**src/rtl/mux8_write_seq.sv**
```systemverilog
module mux8_write_seq #(
  parameter int AW        = 16,
  parameter int DUR_W     = 5,
  parameter int NB        = 4,
  parameter int PDIV      = 2,
  parameter int ALE_PC    = 2,
  parameter int FLASH_EXT = 7,
  parameter int FLASH_MIN = 9
) (
  input  logic             clk,
  input  logic             rst_n,
  input  logic             req_valid,
  output logic             req_ready,
  input  logic [AW-1:0]    req_addr,
  input  logic [NB*8-1:0]  req_data,
  input  logic [DUR_W-1:0] cfg_dur,
  input  logic             cfg_hold,
  input  logic             cfg_flash,
  input  logic             cfg_ale_low,
  output logic [AW-1:0]    ad_out,
  output logic             ad_oe,
  output logic             ale,
  output logic             wr_n,
  output logic             rd_n,
  output logic             done
);
  localparam int CNT_W = $clog2((1 << DUR_W) * PDIV + FLASH_EXT * PDIV + 1);
  localparam int IW    = (NB > 1) ? $clog2(NB) : 1;
  localparam int NW_W  = $clog2(NB + 1);

  typedef enum logic [2:0] {S_IDLE, S_ALE, S_AHLD, S_SETUP, S_WR, S_HOLD, S_GAP} st_t;

  st_t              st;
  logic [CNT_W-1:0] cnt;
  logic [IW-1:0]    idx;
  logic [AW-1:0]    addr_q;
  logic [NB*8-1:0]  data_q;
  logic [DUR_W-1:0] dw_q;
  logic             hold_q, flash_q, done_q;
  logic [DUR_W-1:0] d_eff;
  logic             last;

  function automatic logic [CNT_W-1:0] plen(input int n);
    return CNT_W'(n * PDIV - 1);
  endfunction

  always_comb begin
    if (cfg_flash)
      d_eff = (cfg_dur < DUR_W'(FLASH_MIN)) ? DUR_W'(FLASH_MIN) : cfg_dur;
    else
      d_eff = (cfg_dur == '0) ? DUR_W'(1) : cfg_dur;
  end

  assign last = (idx == IW'(NB - 1));

  always_ff @(posedge clk or negedge rst_n) begin
    if (!rst_n) begin
      st      <= S_IDLE;
      cnt     <= '0;
      idx     <= '0;
      addr_q  <= '0;
      data_q  <= '0;
      dw_q    <= '0;
      hold_q  <= 1'b0;
      flash_q <= 1'b0;
      done_q  <= 1'b0;
    end else begin
      done_q <= 1'b0;
      if (st == S_IDLE) begin
        if (req_valid) begin
          st      <= S_ALE;
          cnt     <= plen(ALE_PC);
          idx     <= '0;
          addr_q  <= req_addr;
          data_q  <= req_data;
          dw_q    <= d_eff - (cfg_flash ? DUR_W'(FLASH_EXT) : DUR_W'(0));
          hold_q  <= cfg_hold;
          flash_q <= cfg_flash;
        end
      end else if (cnt != '0) begin
        cnt <= cnt - 1'b1;
      end else begin
        unique case (st)
          S_ALE:   begin st <= S_AHLD;  cnt <= plen(1); end
          S_AHLD:  begin st <= S_SETUP; cnt <= plen(1); end
          S_SETUP: begin st <= S_WR;    cnt <= plen(int'(dw_q)); end
          S_WR: begin
            if (hold_q) begin
              st  <= S_HOLD;
              cnt <= plen(1);
            end else if (last) begin
              st     <= S_IDLE;
              done_q <= 1'b1;
            end else begin
              st  <= S_GAP;
              idx <= idx + 1'b1;
              cnt <= plen(flash_q ? FLASH_EXT + 1 : 1);
            end
          end
          S_HOLD: begin
            if (last) begin
              st     <= S_IDLE;
              done_q <= 1'b1;
            end else begin
              st  <= S_GAP;
              idx <= idx + 1'b1;
              cnt <= plen(flash_q ? FLASH_EXT + 1 : 1);
            end
          end
          S_GAP:   begin st <= S_WR; cnt <= plen(int'(dw_q)); end
          default: st <= S_IDLE;
        endcase
      end
    end
  end

  assign req_ready = (st == S_IDLE);
  assign ad_oe     = (st != S_IDLE);
  assign ale       = cfg_ale_low ^ (st == S_ALE);
  assign wr_n      = (st != S_WR);
  assign rd_n      = 1'b1;
  assign done      = done_q;

  always_comb begin
    if (st == S_IDLE)
      ad_out = '0;
    else if (st == S_ALE || st == S_AHLD)
      ad_out = addr_q;
    else
      ad_out = {addr_q[AW-1:8], data_q[idx*8 +: 8]};
  end

  logic            ale_act, wr_n_d;
  logic [NW_W-1:0] nwr;
  assign ale_act = ale ^ cfg_ale_low;

  always_ff @(posedge clk or negedge rst_n) begin
    if (!rst_n) begin
      wr_n_d <= 1'b1;
      nwr    <= '0;
    end else begin
      wr_n_d <= wr_n;
      if (ale_act) nwr <= '0;
      else if (wr_n_d && !wr_n) nwr <= nwr + 1'b1;
    end
  end

  AST_RD_IDLE:      assert property (@(posedge clk) disable iff (!rst_n) rd_n);
  AST_STROBE_EXCL:  assert property (@(posedge clk) disable iff (!rst_n) !(ale_act && !wr_n));
  AST_AD_STABLE:    assert property (@(posedge clk) disable iff (!rst_n) (!wr_n && !wr_n_d) |-> $stable(ad_out));
  AST_DONE_PULSE:   assert property (@(posedge clk) disable iff (!rst_n) done |=> !done);
  AST_DONE_READY:   assert property (@(posedge clk) disable iff (!rst_n) done |-> req_ready);
  AST_BUSY_BLOCK:   assert property (@(posedge clk) disable iff (!rst_n) ad_oe |-> !req_ready);
  AST_GROUP_FULL:   assert property (@(posedge clk) disable iff (!rst_n) done |-> (nwr == NW_W'(NB)));
  AST_GROUP_START:  assert property (@(posedge clk) disable iff (!rst_n)
                                     $rose(ale_act) |-> (nwr == '0 || nwr == NW_W'(NB)));
endmodule

```
**config.mk**
```make
export PLATFORM = sky130hd
export DESIGN_NAME = mux8_write_seq
export DESIGN_NICKNAME = d
export VERILOG_FILES = /design/src/rtl/mux8_write_seq.sv
export SDC_FILE = /design/constraint.sdc
export NUM_CORES = 1
export LEC_CHECK = 0
export BUFFER_PORTS_ARGS = -buffer_cell sky130_fd_sc_hd__clkbuf_2
export CAP_MARGIN = 20
export CORE_MARGIN = 2
export CORE_UTILIZATION = 30
export DETAILED_ROUTE_END_ITERATION = 10
export MAX_ROUTING_LAYER = met4
export PLACE_DENSITY = 0.55
export SLEW_MARGIN = 20
export SYNTH_ARGS = -nofsm -noshare
export SYNTH_HDL_FRONTEND = slang
export SYNTH_SLANG_ARGS = --single-unit
```
**constraint.sdc**
```tcl
create_clock -name clk -period 2.5 [get_ports clk]
set_clock_uncertainty 0.05 [all_clocks]
set_input_delay 0.25 -clock clk [delete_from_list [all_inputs] [get_ports clk]]
set_output_delay 0.25 -clock clk [all_outputs]
set_load 0.05 [all_outputs]
```
==> summary.txt, run 1 <==
Detailed routing
  • Vias per inst: 4.66
  • Routed WL: 8.71 mm
  • DR WL/cell: 13.7 um
  • DRC Markers: 0
  • 1st-pass router iterations: 6
  • Routed Antenna Nets: 0
  • Vias: 2960
  • Initial drt markers: 198

Synthesis
  • Register area share after synthesis: 48.3%
  • Post-synth EDFFs: 0
  • Syn Area/Cell: 8.57 um2
  • Gate Count Post-Synth: 411
  • Synth warnings: 0
  • Post-synthesis async set-or-reset flop share: 100%
  • Mapped Nets: 475
  • Most used DFF post-synth: dfrtp_1
  • Unique masters post-synth: 49
  • #FFs+latches synth: 68
  • Mapped cell area: 3520 um2

Job
  • Max_cap viols: 0

Global route
  • Largest net degree at the start of global routing: 60
  • First-pass GRT wire length: 14.6 mm
  • Global route overflow: 0
  • Vias in the first global route: 2904
  • Antenna violations before repair: 0
  • Total Routing Usage GR: 15.1%

Clocking
  • Longest Clk Path Bufs: 2
  • Worst-path clk slew: 60 ps
  • CTS Root Cell: clkbuf_16
  • Clk_lat worst skew: 330 ps
  • Cts bufs inserted: 9
  • # clock sinks: 68
  • H-Tree Depth: 3
  • CTS tree: done

Cells and area
  • N_diodes: 0
  • Final Util: 38.5%
  • Nets: 551
  • Layout cell share with drive strength beyond 1: 26.0%
  • Syn-to-layout area delta: 24.7%
  • Layout Cells excl Fill: 635

Die
  • Die Ht: 112 um
  • Core Area: 11400 um2
  • Initial Util: 30.9%
  • IO Pins: 81
  • Row count: 39
  • Chip Width: 112 um
  • Die area: 12600 um2

Critical path
  • Crit path DAT: 2470 ps
  • CP Class: reg2reg
  • Worst reg2reg setup slack: 190 ps
  • Worst setup EP type: register
  • Critical path fanouts, max: 10
  • R2r worst-path depth: 7
  • Reg-to-reg endpoint: cnt[5]
  • Crit start category: register
  • Worst Path Required: 2660 ps
  • Worst r2r src: cnt[0]

Pwr
  • Combinational fraction of design power: 4.4%
  • Pwr Density: 567 nW/um2
  • Leakage power: 2.28 nW
  • Clock power frac: 51.4%
  • Int Pwr: 1.93 mW
  • Sequential share of power: 44.2%
  • Switching share of total power: 22.6%
  • VDD IR-drop max: 0.261 mV
  • NetSw: 0.564 mW
  • Total power draw: 2.49 mW

Min path
  • Min-delay worst type: in2reg
  • HP Start: req_data[23]
  • Hold Path Stages: 3
  • Hold Path End: data_q[23]

Place
  • DPL Wire Length: 6.13 mm
  • PortBufs: 79
  • Setup slack at placement: 56.0 ps
  • GP Congestion: 0.817
  • Dpl cells: 618

STA
  • Worst Max-Slew Pin Slew: 983 ps
  • Sum of negative setup slack: 0 ps
  • Final Slew Violations: 0
  • Slew margin rel.: 34.5%
  • Fin crit period: 2310 ps
  • Fmax: 433 MHz
  • Final Setup Violations: 0
  • RSZ-0062 raised after global routing: no
  • Period utilization: 92.4%
  • Final Hold Viols: 0
  • Final worst slack: 191 ps

Status
  • Status: complete, no violations
==> layer usage <==
layer  vias to the layer above  GRT usage, %  wire (um)
met4                         0          5.53        146
met1                      1363          20.4       4020
li1                       1503             -          -
met2                        83          22.5       4040
met5                         -             -          0
met3                        11          3.19        508
==> cells in the mapped netlist, types with 2 or more instances <==
library cell	n	area share, %
nor2_1	12	1.3
nand3_1	8	1.1
buf_4	2	0.43
clkbuf_8	2	0.78
mux4_2	8	5.1
xor2_1	6	1.5
nand2_1	165	18
nor2b_1	10	1.8
clkbuf_1	11	1.2
buf_6	2	0.64
buf_1	4	0.43
o31ai_1	3	0.64
o21ai_0	31	4.4
ha_1	5	1.8
xnor2_1	2	0.50
a31oi_1	4	0.71
nor4_1	2	0.36
nor3_1	8	1.1
o31a_1	2	0.50
a21oi_1	10	1.4
dfrtp_1	68	48
inv_1	19	2.0
==> worst max path at each step <==
stage,cells after the start,slack [ps],to,from
after CTS,7,40,cnt[1],cnt[0]
after floorplan,6,30,ad_out[10],st[1]
after global placement,7,130,cnt[1],cnt[0]
after global routing,7,80,cnt[5],cnt[0]
after detailed placement,7,60,cnt[1],cnt[0]
final,7,190,cnt[5],cnt[0]
==> power groups by stage <==
stage               registers (mW)  logic, mW  clock network (mW)
floorplan                     1.12     0.0302                   0
global placement              1.12      0.111                   0
detailed placement            1.12      0.112                   0
CTS                           1.10      0.114                1.32
global route                  1.10      0.127                1.37
finish                        1.10      0.111                1.28
==> what timing repair did <==
| action | 4_1_cts | 5_1_grt |
|---|---|---|
| hold endpoints to repair | 31 | 0 |
| endpoints found under the setup margin | 0 | 7 |
| setup buffers | 0 | 0 |
| resized for setup | 0 | 3 |
| hold buffers | 1 | 0 |
==> state kept, by name, summed over array words and instances (netlist names) <==
| name | flops |
|---|---|
| data_q | 32 |
| addr_q | 16 |
| cnt | 7 |
| dw_q | 5 |
| st | 3 |
| idx | 2 |
| done | 1 |
| flash_q | 1 |
| hold_q | 1 |
==> logic make-up (layout without fill, tap and decap cells) <==
family	after synthesis	after routing	share of synthesized area, %
compound gates	63	63	10.9
xor+xnor	8	8	1.99
fa+ha+maj	6	6	2.06
buf+inv	42	123	5.72
flops	68	68	48.3
mux	10	10	5.72
other cells	1	1	0.106
simple gates	213	213	25.2
==> critical path: stages (launching register included) <==
cell,delay [ps]
dfrtp_1,390
inv_1,80
ha_1,200
or4b_4,490
or3_4,430
nor2_4,150
nor2_1,80
a221o_1,310
==> cells in the final DEF, fill, tap and decap left out, drive strengths merged, types with 2 or more instances in the layout <==
cell	Yosys	final
clkbuf	13	87
mux4	8	8
xor2	6	6
nand2	165	165
dfrtp	68	68
o22ai	2	2
a21oi	10	10
a31oi	4	4
nor2b	10	10
o31ai	3	3
nor4	2	2
nor2	13	13
clkinv	1	5
nand3	8	8
ha	5	5
xnor2	2	2
o21ai	31	31
nor3	8	8
o31a	2	2
buf	9	8
inv	19	21
==> through the flow <==
step | hold WS, ps | instance area [um2]
5_1_grt | 54.2 | 4390
3_5_place_dp | 316 | 4070
6_report | 52.6 | 4390
4_1_cts | 44.3 | 4380
3_3_place_gp | 303 | 4070
2_1_floorplan | -95.6 | 3540
==> layout make-up <==
| cell class | instances | area (um2) |
|---|---|---|
| clock buffer | 9 | 225 |
| clock inverter | 7 | 75.1 |
| fill | 1188 | 7020 |
| inverter | 20 | 75.1 |
| multi-input combinational | 301 | 1650 |
| sequential | 68 | 1700 |
| tap | 143 | 179 |
| timing repair buffer | 87 | 483 |
(Power assumes the default switching activity.)
==> run 2, diff against run 1 <==
--- a/config.mk
+++ b/config.mk
@@ -9,7 +9,9 @@
 export CAP_MARGIN = 20
 export CORE_MARGIN = 2
 export CORE_UTILIZATION = 30
+export CTS_BUF_LIST = sky130_fd_sc_hd__clkbuf_4
 export DETAILED_ROUTE_END_ITERATION = 10
+export HOLD_SLACK_MARGIN = 0.15
 export MAX_ROUTING_LAYER = met4
 export PLACE_DENSITY = 0.55
 export SLEW_MARGIN = 20
==> summary.txt, run 2 (same netlist as run 1, synthesis figures left out) <==
Status
  • Status: complete, no violations (unchanged)

Die
  • Initial Util: 30.9% (unchanged)
  • Row count: 39 (unchanged)
  • Core Area: 11400 um2 (unchanged)
  • IO Pins: 81 (unchanged)
  • Die area: 12600 um2 (unchanged)
  • Chip Width: 112 um (unchanged)
  • Die Ht: 112 um (unchanged)

Critical path
  • Largest delay contributor family on the critical path: flip-flops (was simple AND/OR/NAND/NOR gates)
  • CP max stage cell: dfrtp_2 (was or4b_4)
  • Critical path fanouts, max: 11 (was 10)
  • Crit path buffers/inverters: 2 (was 1)
  • Worst path cell trace: mux4_2, inv_1, o21ai_1, clkbuf_2 (was inv_1, ha_1, or4b_4, or3_4, nor2_4, nor2_1, a221o_1)
  • Crit path DAT: 2040 ps (was 2470 ps)
  • Crit start category: register (unchanged)
  • Worst setup EP type: output pin (was register)
  • Critical Path Max Stage Delay: 600 ps (was 490 ps)
  • Worst Path Required: 2200 ps (was 2660 ps)
  • CP Class: reg2out (was reg2reg)

Global route
  • Global route overflow: 0 (unchanged)
  • Vias in the first global route: 3167 (was 2904)
  • First-pass GRT wire length: 15.5 mm (was 14.6 mm)
  • Total Routing Usage GR: 15.9% (was 15.1%)
  • Largest net degree at the start of global routing: 60 (unchanged)
  • Antenna violations before repair: 1 (was 0)

STA
  • Final Slew Violations: 0 (unchanged)
  • Hold WS: 172 ps (was 52.6 ps)
  • Fin crit period: 2340 ps (was 2310 ps)
  • RSZ-0062 raised after global routing: no (unchanged)
  • Worst Max-Slew Pin Slew: 996 ps (was 983 ps)
  • Final Setup Violations: 0 (unchanged)
  • Sum of negative setup slack: 0 ps (unchanged)
  • Final Hold Viols: 0 (unchanged)
  • Fmax: 428 MHz (was 433 MHz)
  • Period utilization: 93.5% (was 92.4%)
  • Slew margin rel.: 33.6% (was 34.5%)

Place
  • DPL Wire Length: 6.13 mm (unchanged)
  • GP Congestion: 0.817 (unchanged)
  • Dpl cells: 618 (unchanged)
  • PortBufs: 79 (unchanged)

Pwr
  • Leakage power: 2.42 nW (was 2.28 nW)
  • Pwr Density: 430 nW/um2 (was 567 nW/um2)
  • VDD IR-drop max: 0.191 mV (was 0.261 mV)
  • Total power draw: 2.04 mW (was 2.49 mW)

Clocking
  • CTS tree: done (unchanged)
  • Longest Clk Path Bufs: 2 (unchanged)
  • Worst-path clk slew: 130 ps (was 60 ps)
  • H-Tree Depth: 3 (unchanged)
  • # clock sinks: 68 (unchanged)
  • Cts bufs inserted: 9 (unchanged)
  • Clk_lat worst skew: 440 ps (was 330 ps)
  • Postcts setup bufs: 0 (unchanged)
  • CTS Root Cell: clkbuf_4 (was clkbuf_16)

Cells and area
  • Syn-to-layout area delta: 34.3% (was 24.7%)
  • Largest registers: data_q (32), addr_q (16), cnt (7) (unchanged)
  • Final Util: 41.4% (was 38.5%)
  • Layout cell share with drive strength beyond 1: 23.8% (was 26.0%)
  • Top reg by flops: data_q (unchanged)
  • Max reg flops: 32 (unchanged)
  • Layout Cells excl Fill: 685 (was 635)
  • Leading cell types in the layout, fill and taps excluded: nand2_1 (164), clkbuf_2 (78), dfrtp_1 (67) (unchanged)
  • Most common cell after layout, fill and taps aside: nand2_1 (unchanged)
  • Fillers: 1168 (was 1188)
  • Nets: 600 (was 551)

Detailed routing
  • Uppermost layer routed: met4 (unchanged)
  • Met3 wire len: 344 um (was 508 um)
  • Vias per inst: 4.65 (was 4.66)
  • Vias: 3187 (was 2960)
  • M1 WL: 4.28 mm (was 4.02 mm)
  • Routed Antenna Nets: 0 (unchanged)
  • 1st-pass router iterations: 4 (was 6)
  • WL met2: 4.45 mm (was 4.04 mm)
  • DR WL/cell: 13.6 um (was 13.7 um)
  • Initial drt markers: 212 (was 198)
  • Routed WL: 9.30 mm (was 8.71 mm)
  • DRC Markers: 0 (unchanged)

Min path
  • Min-delay worst type: in2reg (unchanged)

Job
  • Max_cap viols: 0 (unchanged)
## run 2: cell types whose count changed in the layout (fill, tap and decap cells not counted), sizes merged
| cell | previous run | this run |
|---|---|---|
| dlygate4sd3 | 1 | 50 |
| diode | 0 | 1 |
## run 2: area by class of cell
class	count	area [um2]	share of cell area, %
clock buffer	9	67.6	1.43
antenna	1	2.50	0.0529
clock inverter	7	75.1	1.59
tap	143	179	3.78
inverter	20	75.1	1.59
timing repair buffer	136	973	20.6
multi-input combinational	301	1660	35.0
sequential	68	1700	36.0
## run 2: routing by layer
metal	GRT usage, %	up-vias
li1	-	1605
met1	20.6	1489
met2	24.9	75
met3	2.43	18
met4	6.83	0
met5	-	-
## run 2: repair_timing
item | 4_1_cts | 5_1_grt
gates resized for setup | 1 | 3
endpoints found under the hold margin | 80 | 0
endpoints found under the setup margin | 8 | 8
pin swaps | 0 | 0
hold buffers | 50 | 0
## run 2: metrics by stage
| step | setup slack [ps] | area (um2) |
|---|---|---|
| floorplan | 26.7 | 3540 |
| global placement | 128 | 4070 |
| detailed placement | 56.0 | 4070 |
| CTS | 33.3 | 4710 |
| global route | 14.8 | 4730 |
| finish | 163 | 4730 |
## run 2: worst paths after layout
path / startpoint / to / slack, ps / depth (start not counted)
worst max register to register: cnt[0] / cnt[5] / 190 / 7
worst max-delay path: idx[0] / ad_out[4] / 160 / 4
max in group asynchronous: rst_n / addr_q[14] / 1320 / 3
worst min register to register: addr_q[10] / addr_q[10] / 430 / 2
min in group asynchronous: rst_n / data_q[29] / 370 / 2
worst min-delay path: cfg_flash / flash_q / 170 / 3
## run 2: where the power goes
group	internal, mW	switching, mW
registers	1.10	0
clock network	0.311	0.454
logic	0.0984	0.0737
## run 2: worst min-delay path: stages
cell and delay, ps:
clkbuf_2 130, inv_1 130, o21ai_0 100
==> run 3, diff against run 2 <==
--- a/config.mk
+++ b/config.mk
@@ -8,12 +8,12 @@
 export BUFFER_PORTS_ARGS = -buffer_cell sky130_fd_sc_hd__clkbuf_2
 export CAP_MARGIN = 20
 export CORE_MARGIN = 2
-export CORE_UTILIZATION = 30
+export CORE_UTILIZATION = 44
 export CTS_BUF_LIST = sky130_fd_sc_hd__clkbuf_4
 export DETAILED_ROUTE_END_ITERATION = 10
 export HOLD_SLACK_MARGIN = 0.15
 export MAX_ROUTING_LAYER = met4
-export PLACE_DENSITY = 0.55
+export PLACE_DENSITY = 0.72
 export SLEW_MARGIN = 20
 export SYNTH_ARGS = -nofsm -noshare
 export SYNTH_HDL_FRONTEND = slang
==> summary.txt, run 3 (same netlist as run 1, synthesis figures left out) <==
Pwr
  • Switching share of total power: 25.0% (was 25.9%)
  • Clock power frac: 37.0% (was 37.6%)
  • Leakage power: 2.41 nW (was 2.42 nW)
  • Sequential share of power: 54.4% (was 54.0%)
  • Pwr Density: 433 nW/um2 (was 430 nW/um2)
  • Combinational fraction of design power: 8.6% (was 8.4%)
  • Total power draw: 2.02 mW (was 2.04 mW)
  • NetSw: 0.504 mW (was 0.528 mW)
  • VDD IR-drop max: 0.354 mV (was 0.191 mV)
  • Int Pwr: 1.52 mW (was 1.51 mW)

Place
  • Setup slack at placement: 114 ps (was 56.0 ps)
  • PortBufs: 79 (unchanged)
  • GP Congestion: 0.930 (was 0.817)
  • Dpl cells: 579 (was 618)
  • DPL Wire Length: 5.75 mm (was 6.13 mm)

Clocking
  • CTS Root Cell: clkbuf_4 (unchanged)
  • CTS tree: done (unchanged)
  • Longest Clk Path Bufs: 2 (unchanged)
  • # clock sinks: 68 (unchanged)
  • Worst-path clk slew: 130 ps (about the same)
  • Clk_lat worst skew: 400 ps (was 440 ps)
  • Cts bufs inserted: 9 (unchanged)
  • H-Tree Depth: 3 (unchanged)

Cells and area
  • Layout Cells excl Fill: 645 (was 685)
  • Top reg by flops: data_q (unchanged)
  • Fillers: 648 (was 1168)
  • Layout cell share with drive strength beyond 1: 24.1% (was 23.8%)
  • Most common cell after layout, fill and taps aside: nand2_1 (unchanged)
  • Nets: 602 (was 600)
  • Max reg flops: 32 (unchanged)
  • Syn-to-layout area delta: 32.5% (was 34.3%)
  • Leading cell types in the layout, fill and taps excluded: nand2_1 (164), clkbuf_2 (78), dfrtp_1 (67) (unchanged)
  • Largest registers: data_q (32), addr_q (16), cnt (7) (unchanged)
  • N_diodes: 0 (was 1)

Critical path
  • Worst setup EP type: register (was output pin)
  • Worst path cell trace: inv_1, ha_1, or4b_4, nor3_1, buf_4, nor3_1, o31a_1, a31o_2 (was mux4_2, inv_1, o21ai_1, clkbuf_2)
  • Worst Path Required: 2760 ps (was 2200 ps)
  • Critical Path Max Stage Delay: 510 ps (was 600 ps)
  • Crit path DAT: 2640 ps (was 2040 ps)
  • Crit path buffers/inverters: 2 (unchanged)
  • CP max stage cell: or4b_4 (was dfrtp_2)
  • Largest delay contributor family on the critical path: simple AND/OR/NAND/NOR gates (was flip-flops)
  • CP Class: reg2reg (was reg2out)
  • Top cell by count, worst path: nor3_1
  • Crit start category: register (unchanged)
  • Critical path fanouts, max: 12 (was 11)

Global route
  • Global route overflow: 0 (unchanged)
  • Antenna violations before repair: 0 (was 1)
  • Largest net degree at the start of global routing: 54 (was 60)
  • First-pass GRT wire length: 14.8 mm (was 15.5 mm)
  • Vias in the first global route: 3273 (was 3167)
  • Total Routing Usage GR: 21.8% (was 15.9%)

Detailed routing
  • DRC Markers: 0 (unchanged)
  • M1 WL: 3.85 mm (was 4.28 mm)
  • Vias per inst: 4.99 (was 4.65)
  • Initial drt markers: 201 (was 212)
  • Met3 wire len: 336 um (was 344 um)
  • Uppermost layer routed: met4 (unchanged)
  • Routed Antenna Nets: 0 (unchanged)
  • Routed WL: 8.59 mm (was 9.30 mm)
  • 1st-pass router iterations: 4 (unchanged)
  • Vias: 3220 (was 3187)
  • WL met2: 4.19 mm (was 4.45 mm)
  • DR WL/cell: 13.3 um (was 13.6 um)

STA
  • Sum of negative setup slack: 0 ps (unchanged)
  • Final Slew Violations: 0 (unchanged)
  • Worst Max-Slew Pin Slew: 942 ps (was 996 ps)
  • Fmax: 419 MHz (was 428 MHz)
  • Final worst slack: 113 ps (was 163 ps)
  • RSZ-0062 raised after global routing: no (unchanged)
  • Slew margin rel.: 37.2% (was 33.6%)
  • Period utilization: 95.5% (was 93.5%)
  • Final Setup Violations: 0 (unchanged)
  • Fin crit period: 2390 ps (was 2340 ps)
  • Final Hold Viols: 0 (unchanged)

Die
  • Core Area: 7730 um2 (was 11400 um2)
  • Row count: 32 (was 39)
  • Chip Width: 93.5 um (was 112 um)
  • Initial Util: 45.6% (was 30.9%)
  • IO Pins: 81 (unchanged)
  • Die area: 8740 um2 (was 12600 um2)
  • Die Ht: 93.5 um (was 112 um)

Status
  • Status: complete, no violations (unchanged)

Min path
  • Min-delay worst type: in2reg (unchanged)

Job
  • Max_cap viols: 0 (unchanged)
==> run 3: cell count changes in the layout (fill, tap and decap cells not counted) <==
cell,change
buf_12,-2
buf_4,+4
clkinv_2,-2
clkinvlp_4,+1
diode_2,-1
inv_6,+1
o22ai_2,+1
o22ai_4,-1
==> run 3: repair_timing <==
item	4_1_cts	5_1_grt
endpoints found under the setup margin	0	12
hold endpoints to repair	73	0
setup buffers	0	0
resized for setup	0	3
hold buffers	50	0
==> run 3: final cells by class <==
type                    instances  area [um2]  share of cell area (%)
multi-input cells             301        1650                    35.3
flip-flops and latches         68        1700                    36.5
clock buffers                   9        67.6                    1.45
inverters                      20        75.1                    1.61
repair buffers                138         963                    20.6
clock inverters                 7        81.3                    1.74
well taps                     102         128                    2.73
==> run 3: final timing paths <==
check | start | endpoint | slack [ps] | cells past startpoint
min in group asynchronous | rst_n | cnt[6] | 320 | 2
min | cfg_flash | flash_q | 230 | 3
min reg2reg | addr_q[9] | addr_q[9] | 430 | 2
max in group asynchronous | rst_n | data_q[31] | 1330 | 3
max | cnt[0] | cnt[3] | 110 | 8
max reg2reg | cnt[0] | cnt[3] | 110 | 8
==> run 3: metrics by stage <==
stage                     hold WS [ps]  area, um2  utilization (%)
final                              233       4670             60.4
after CTS                          212       4660             60.3
after floorplan                  -95.6       3540                -
after global routing               229       4670             60.4
after detailed placement           245       4010             51.9
after global placement             243       4010             51.9
==> run 3: worst min-delay path: stages <==
cell and delay (ps):
clkbuf_2 130, inv_1 140, o21ai_0 100
==> run 3: power by group through the flow <==
stage	Sequential (mW)	Clock, mW	Combinational [mW]
after floorplan	1.12	0	0.0302
after detailed placement	1.12	0	0.110
after CTS	1.10	0.771	0.172
after global routing	1.10	0.826	0.192
final	1.10	0.747	0.173
after global placement	1.12	0	0.109
==> run 3: layer usage <==
layer,vias up,GRT usage (%)
li1,1614,-
met1,1493,28.1
met2,93,35.1
met3,20,2.98
met4,0,8.82
met5,-,-
